==> src/rtl/cfgenc_pkg.sv <==
package cfgenc_pkg;

    // Field widths of a configuration target
    localparam int BUS_W  = 8;
    localparam int SLOT_W = 5;
    localparam int FUNC_W = 3;
    localparam int REG_W  = 8;

    // Output widths: a 16 MB window offset and a 16-bit map value
    localparam int OFF_W  = 24;
    localparam int MAP_W  = 16;

    // The map value stands for address bits starting at this position
    localparam int MAP_SHIFT = 16;

    // Device select for slot s sits at address bit s + SEL_BASE
    localparam int SEL_BASE      = REG_W + FUNC_W;
    localparam int LOW_SLOT_MAX  = OFF_W - 1 - SEL_BASE;
    localparam int HIGH_SLOT_MAX = MAP_W - 1 + MAP_SHIFT - SEL_BASE;
    localparam int MAP_LO        = LOW_SLOT_MAX + 1 + SEL_BASE - MAP_SHIFT;
    localparam int OFF_SEL_N     = OFF_W - SEL_BASE;
    localparam int MAP_SEL_N     = MAP_W - MAP_LO;

    localparam logic [2:0] CYC_CONFIG = 3'b101;

    typedef enum logic {
        ADLOW_ZERO = 1'b0,
        ADLOW_HOST = 1'b1
    } adlow_e;

    typedef struct packed {
        logic [BUS_W-1:0]  bus;
        logic [SLOT_W-1:0] slot;
        logic [FUNC_W-1:0] func;
        logic [REG_W-1:0]  regno;
    } cfg_req_t;

    typedef struct packed {
        logic             err;
        logic [MAP_W-1:0] map;
        logic [OFF_W-1:0] off;
    } cfg_enc_t;

    function automatic logic [MAP_W-1:0] map_base(adlow_e lo);
        return {{(MAP_W-4){1'b0}}, CYC_CONFIG, lo};
    endfunction

endpackage

==> src/rtl/cfgenc_type0.sv <==
module cfgenc_type0
    import cfgenc_pkg::*;
(
    input  logic [SLOT_W-1:0] slot,
    input  logic [FUNC_W-1:0] func,
    input  logic [REG_W-1:0]  regno,
    output cfg_enc_t          enc
);

    logic [OFF_SEL_N-1:0] off_sel;
    logic [MAP_SEL_N-1:0] map_sel;

    // Low slots select inside the window offset
    for (genvar b = 0; b < OFF_SEL_N; b++) begin : g_off_sel
        assign off_sel[b] = (slot == SLOT_W'(b));
    end

    // Higher slots select through the map value
    for (genvar k = 0; k < MAP_SEL_N; k++) begin : g_map_sel
        assign map_sel[k] = (slot == SLOT_W'(LOW_SLOT_MAX + 1 + k));
    end

    always_comb begin
        enc.off = {off_sel, func, regno};
        enc.map = map_base(ADLOW_ZERO) | {map_sel, {MAP_LO{1'b0}}};
        enc.err = (slot > SLOT_W'(HIGH_SLOT_MAX));
    end

endmodule

==> src/rtl/cfgenc_type1.sv <==
module cfgenc_type1
    import cfgenc_pkg::*;
(
    input  cfg_req_t req,
    output cfg_enc_t enc
);

    always_comb begin
        enc.off = {req.bus, req.slot, req.func, req.regno};
        enc.map = map_base(ADLOW_HOST);
        enc.err = 1'b0;
    end

endmodule

==> src/rtl/cfgenc_outreg.sv <==
module cfgenc_outreg
    import cfgenc_pkg::*;
(
    input  logic     clk,
    input  logic     rst,
    input  logic     in_valid,
    input  cfg_enc_t in_enc,
    output logic     out_valid,
    output cfg_enc_t out_enc
);

    always_ff @(posedge clk) begin
        if (rst) begin
            out_valid <= 1'b0;
            out_enc   <= '0;
        end else begin
            out_valid <= in_valid;
            if (in_valid) begin
                out_enc <= in_enc;
            end
        end
    end

endmodule

==> src/rtl/cfg_addr_encoder.sv <==
module cfg_addr_encoder
    import cfgenc_pkg::*;
(
    input  logic              clk,
    input  logic              rst,
    input  logic              req_valid,
    input  logic [BUS_W-1:0]  req_bus,
    input  logic [SLOT_W-1:0] req_slot,
    input  logic [FUNC_W-1:0] req_func,
    input  logic [REG_W-1:0]  req_reg,
    output logic              rsp_valid,
    output logic [OFF_W-1:0]  rsp_offset,
    output logic [MAP_W-1:0]  rsp_map,
    output logic              rsp_err
);

    cfg_req_t req;
    cfg_enc_t enc_t0, enc_t1, enc_sel, enc_q;
    logic     local_bus;

    assign req       = '{bus: req_bus, slot: req_slot, func: req_func, regno: req_reg};
    assign local_bus = (req_bus == '0);

    cfgenc_type0 i_type0 (
        .slot  (req.slot),
        .func  (req.func),
        .regno (req.regno),
        .enc   (enc_t0)
    );

    cfgenc_type1 i_type1 (
        .req (req),
        .enc (enc_t1)
    );

    assign enc_sel = local_bus ? enc_t0 : enc_t1;

    cfgenc_outreg i_outreg (
        .clk       (clk),
        .rst       (rst),
        .in_valid  (req_valid),
        .in_enc    (enc_sel),
        .out_valid (rsp_valid),
        .out_enc   (enc_q)
    );

    assign rsp_offset = enc_q.off;
    assign rsp_map    = enc_q.map;
    assign rsp_err    = enc_q.err;

endmodule


==> config.mk <==
export PLATFORM = sky130hd
export DESIGN_NAME = cfg_addr_encoder
export DESIGN_NICKNAME = d
export VERILOG_FILES = /design/src/rtl/cfgenc_pkg.sv /design/src/rtl/cfgenc_type0.sv /design/src/rtl/cfgenc_type1.sv /design/src/rtl/cfgenc_outreg.sv /design/src/rtl/cfg_addr_encoder.sv
export SDC_FILE = /design/constraint.sdc
export NUM_CORES = 1
export LEC_CHECK = 0
export ABC_AREA = 1
export BUFFER_PORTS_ARGS = -buffer_cell sky130_fd_sc_hd__buf_2
export CORE_MARGIN = 1.5
export CORE_UTILIZATION = 47
export CTS_CLUSTER_SIZE = 28
export DETAILED_ROUTE_END_ITERATION = 8
export GPL_ROUTABILITY_DRIVEN = 0
export GPL_TIMING_DRIVEN = 0
export PLACE_DENSITY = 0.75
export SYNTH_ARGS = -nofsm -noshare
export SYNTH_HDL_FRONTEND = slang
export SYNTH_SLANG_ARGS = --single-unit
==> constraint.sdc <==
create_clock -name clk -period 1.3 [get_ports clk]
set_clock_uncertainty 0.2 [all_clocks]
set_input_delay 0.065 -clock clk [delete_from_list [all_inputs] [get_ports clk]]
set_output_delay 0.065 -clock clk [all_outputs]
set_load 0.005 [all_outputs]
==> reports/metrics.yaml, run 1 <==
max_freq_ghz: 0.7873
cts-buffers-inserted: 5
drcViolationCount: 0
cp_top_family: "buffers and inverters"
dp_slack_ns: 0.08314
cp-start-kind: "input pin"
htreeDepth: 2
stdcell_area_mm2: 0.002566
worstPathArrival_ns: 1.37
drtAntennaViolNets: 0
dp_hpwl_um: 2933
critPathLaunch: "req_slot[0]"
synthCells: 232
maxSlewViolCount: 0
io_buffers: 62
hold_viol: 0
grt_pass1_wl_um: 7486
grt_usage: 0.2376
drive_gt1_frac: 0.3353
grt_max_degree: 12
clock_tree.buffer_depth: 2
synthTopCellsByCount: "42 x nor2_1, 41 x nand2_1, 36 x dfxtp_1, 17 x nand3_1, 16 x a21oi_1"
fin_nets: 369
start_util: 0.4978
vdd_drop_max_mv: 0.6917
crit_fanout: 5
final_core_util: 0.7513
cts_root_buffer: "clkbuf_4"
fin_crit_sh: 0.9771
synth.top_cells.by_area: "dfxtp_1 42%, nor2_1 9.3%, nand2_1 9.1%"
overflow: 0
area_delta_synth_final_pct: 50.92
cp_num_buf_inv: 2
yosysTopAreaCellShare: 0.4238
status: "completed"
fp.coreArea_mm2: 0.003416
setup_ws_ns: 0.02977
clkLatencyLatePin_ns: 0.34
synth_edf_count: 0
row_count: 21
cts_sinks: 36
worstPathRequired_ns: 1.40
drtPass1Iterations: 4
p_leak_nw: 1.307
die_h_um: 63.15
ys_seq_elements: 36
finalPower_mw: 2.392
tns_ns: 0
vias_per_cell: 4.733
asyncSetResetFlopFracSynth: 0
antenna_found_initial: 0
grt_pass1_vias: 1701
syn_area_mm2: 0.001700
seq_area_frac_synth: 0.4238
clk_pin_slew_ns: 0.11
drt_iter0_drc: 86
place_area_mm2: 0.002083
wire_per_inst_um: 11.71
cp_slowest_stage_delay_ns: 0.62
worstHoldStart: "req_slot[0]"
yosys.cell_count.top_type: "nor2_1"
routed_wl_um: 4554
vias: 1841
worst_setup_path_end_kind: "register"
synth_area_leader_cell: "dfxtp_1"
final_cells: 389
max_cap_violations: 0
ys_warn_count: 0
finalSetupViolCount: 0
r2r_slack_ns: 0.43
io_pins: 69
synth_flop_cell: "dfxtp_1"
syn-mean-instance-area_um2: 7.329
hold_path_class: "in -> reg"
dieArea_mm2: 0.003988
fillers: 264
r2r-start: "i_outreg.out_enc[16]"
worstSetupPathType: "in -> reg"
holdWs_ns: 0.002771
diodes: 0
place_inst: 344
die_x_um: 63.15
synth.distinct_cells: 25
crit_chain: "clkbuf_4 -> nor2_2 -> dlygate4sd3_1 -> nand3_2 -> nor2_1 -> nand2_1 -> a21oi_2"
power_density_mw_per_mm2: 932.1
fin_crit_ns: 1.270
slowest_stage: "dlygate4sd3_1"
cts_tree: "built"
[tightest hold or removal path, delay by kind of cell]
family | cells | cell delay [ns]
simple gates | 3 | 0.24
buf+inv | 1 | 0.15
compound gates | 1 | 0.05
[sequential cells by signal (all words and copies together), names as in the netlist]
register / cells
i_outreg.out_enc: 35
i_outreg.out_valid: 1
[final cells by class]
cell class	count	area [um^2]	share of cell area
sequential	36	720.7	0.2808
inverter	21	81.33	0.03169
buffer	16	115.1	0.04486
tap	46	57.56	0.02243
clock buffer	6	41.29	0.01609
clock inverter	2	35.03	0.01365
timing repair buffer	99	690.7	0.2691
multi-input combinational	163	824.5	0.3213
[layer usage]
layer,vias up,wire (um),global-route usage
met2,56,2217,0.3976
li1,949,-,-
met3,8,239,0.07321
met5,-,0,0
met4,0,79,0.09722
met1,828,2017,0.2816
[final timing paths]
check                    endpoint  cells after the start
max          i_outreg.out_enc[39]                      7
min          i_outreg.out_enc[16]                      5
max reg2reg  i_outreg.out_enc[16]                      2
min reg2reg  i_outreg.out_enc[35]                      2
[cell usage in the layout (no fill, tap or decap), drive strengths merged, types with 2 or more instances in the layout]
cell,count
nor3,2
dfxtp,36
nand4,5
nand3,18
clkbuf,10
dlygate4sd3,35
dlymetal6s4s,2
inv,21
nand2,46
a21oi,17
buf,74
nor2,50
o21ai,13
conb,5
mux2i,7
[report_power, final]
part	total [mW]	switching, mW	internal (mW)
clock network	0.776	0.373	0.403
registers	1.18	0.0235	1.16
logic	0.437	0.214	0.223
total	2.39	0.611	1.78
[cell families (layout without fill, tap and decap cells)]
logic type             count (synthesis)  in the layout  share of synthesized area
DFF                                   36             36                     0.4238
AOI/OAI and AO/OA                     30             30                    0.09051
other                                  1              5                   0.002205
and+or+nand+nor                      121            121                     0.3311
muxes                                  7              7                    0.04121
buffers and inverters                 37            144                     0.1111
[timing repair]
| item | 4_1_cts | 5_1_grt |
|---|---|---|
| hold buffers | 38 | 0 |
| gates resized for setup | 0 | 15 |
| hold endpoints to repair | 34 | 0 |
| buffers inserted | 0 | 0 |
| endpoints found under the setup margin | 0 | 27 |
(Power assumes the default switching activity.)
==> run 2: changes to the inputs <==
Clock period 1.3 ns to 1.2 ns, I/O delays scaled along.
==> run 2 against run 1 <==
Compared with the run above: the run now ends with hold timing, setup timing left; hold slack got worse by 0.094 ns; total power increased by 7.2%; cell count decreased by 2.1%; critical path type unchanged; critical path depth increased by 1; setup slack got worse by 0.038 ns; combinational power increased by 2%; non-clock buffer count decreased by 8; sequential share of layout area increased by 1.1 points; first-iteration DRC count increased by 19%.
==> reports/metrics.yaml, run 2 (synthesis gave the netlist of run 1 again) <==
status: "finished with violations"
violations: "hold timing, setup timing"
max_cap_violations: 0
fillers: 288
grt_util_met2: 0.3949
worstPathArrival_ns: 1.29
r2r_slack_ns: 0.32
htreeDepth: 2
clkLatencyLatePin_ns: 0.34
maxSlewViolCount: 0
antenna_found_initial: 0
grt_pass1_wl_um: 7327
vias: 1787
die_h_um: 63.15
holdPathEnd: "i_outreg.out_enc[35]"
place_area_mm2: 0.002083
layout_commonest_cell: "buf_2"
holdPathStages: 4
rsz0062_at_grt: "true"
vias_per_cell: 4.690
top_regs: "i_outreg.out_enc (35), i_outreg.out_valid (1)"
cts_root_buffer: "clkbuf_4"
row_count: 21
holdWs_ns: -0.09162
r2r-start: "i_outreg.out_enc[21]"
cts_tree: "built"
max_freq_ghz: 0.8273
final_core_util: 0.7253
worstSetupPathType: "in -> reg"
cts-buffers-inserted: 5
vdd_drop_max_mv: 0.7265
worstPathRequired_ns: 1.29
clock_tree.buffer_depth: 2
io_buffers: 62
clk_pin_slew_ns: 0.10
drcViolationCount: 0
grt.met3_usage: 0.06786
final_cell_mix: "63 x buf_2, 42 x nor2_1, 41 x nand2_1"
area_delta_synth_final_pct: 45.70
dieArea_mm2: 0.003988
top_register: "i_outreg.out_enc"
tns_ns: -0.008711
io_pins: 69
hold_path_class: "in -> reg"
grt_usage: 0.2323
hold_viol: 18
start_util: 0.4978
drt_iter0_drc: 102
wire_per_inst_um: 11.64
grt-busiest-layer: "met2"
r2r_end: "i_outreg.out_enc[21]"
cp-start-kind: "input pin"
crit_fanout: 4
fin_nets: 361
grt_max_degree: 12
drtPass1Iterations: 4
routed_wl_um: 4436
largest_reg_flops: 35
finalSetupViolCount: 1
worstHoldStart: "req_slot[1]"
ff2ff_path_depth: 2
die_x_um: 63.15
gr-usage-met1: 0.2804
grt_pass1_vias: 1645
drtAntennaViolNets: 0
dp_hpwl_um: 2933
drive_gt1_frac: 0.3373
worst_setup_path_end_kind: "register"
fin_crit_ns: 1.209
overflow: 0
power_density_mw_per_mm2: 1035
setup_ws_ns: -0.008711
fp.coreArea_mm2: 0.003416
cts_sinks: 36
p_leak_nw: 1.252
diodes: 0
fin_crit_sh: 1.007
stdcell_area_mm2: 0.002477
-- run 2: what timing repair did --
item,in CTS,in global routing
hold endpoints to repair,34,15
gates resized for setup,0,8
hold buffers,30,1
setup buffers,0,1
setup endpoints to repair,0,6
-- run 2: cell type report --
type,instances,area [um^2],share of cell area
Buffer,15,100.1,0.04040
Multi-Input combinational cell,163,818.3,0.3303
Inverter,21,81.33,0.03283
Clock buffer,6,41.29,0.01667
Sequential cell,36,721.9,0.2914
Clock inverter,2,35.03,0.01414
Timing Repair Buffer,92,621.8,0.2510
Tap cell,46,57.56,0.02323
-- run 2: how the worst max path moves through the flow --
stage	start	to	slack, ns
floorplan	req_valid	i_outreg.out_enc[18]	0.21
global placement	rst	i_outreg.out_valid	0.01
detailed placement	rst	i_outreg.out_enc[23]	-0.01
CTS	i_outreg.out_enc[27]	rsp_map[3]	0.0001
global route	req_slot[3]	i_outreg.out_enc[21]	-0.08
finish	req_slot[3]	i_outreg.out_enc[21]	-0.009
-- run 2: metrics by stage --
| stage | power (mW) | cells | worst slack [ns] |
|---|---|---|---|
| after global placement | 1.657 | 344 | 0.01192 |
| after global routing | 2.687 | 381 | -0.07595 |
| after floorplan | 1.508 | 236 | 0.2070 |
| after CTS | 2.565 | 382 | 0.0001458 |
| after detailed placement | 1.663 | 344 | -0.01186 |
| final | 2.564 | 381 | -0.008711 |
-- run 2: per-layer routing --
| metal | routed length (um) | vias to the layer above |
|---|---|---|
| met5 | 0 | - |
| met4 | 55 | 0 |
| met3 | 250 | 7 |
| met2 | 2100 | 58 |
| met1 | 2030 | 786 |
| li1 | - | 936 |
-- run 2: worst max-delay path: stages --
cell and delay [ns]:
clkbuf_4 0.15, inv_2 0.05, nor2_1 0.08, nand2_1 0.10, nor2_1 0.10, dlygate4sd3_1 0.55
nand2_1 0.07, a21oi_2 0.13
-- run 2: power by group --
| group | internal (mW) | total (mW) | leakage [nW] | switching, mW |
|---|---|---|---|---|
| combinational | 0.221 | 0.445 | 0.913 | 0.224 |
| sequential | 1.25 | 1.28 | 0.297 | 0.0265 |
| clock | 0.436 | 0.840 | 0.0422 | 0.403 |
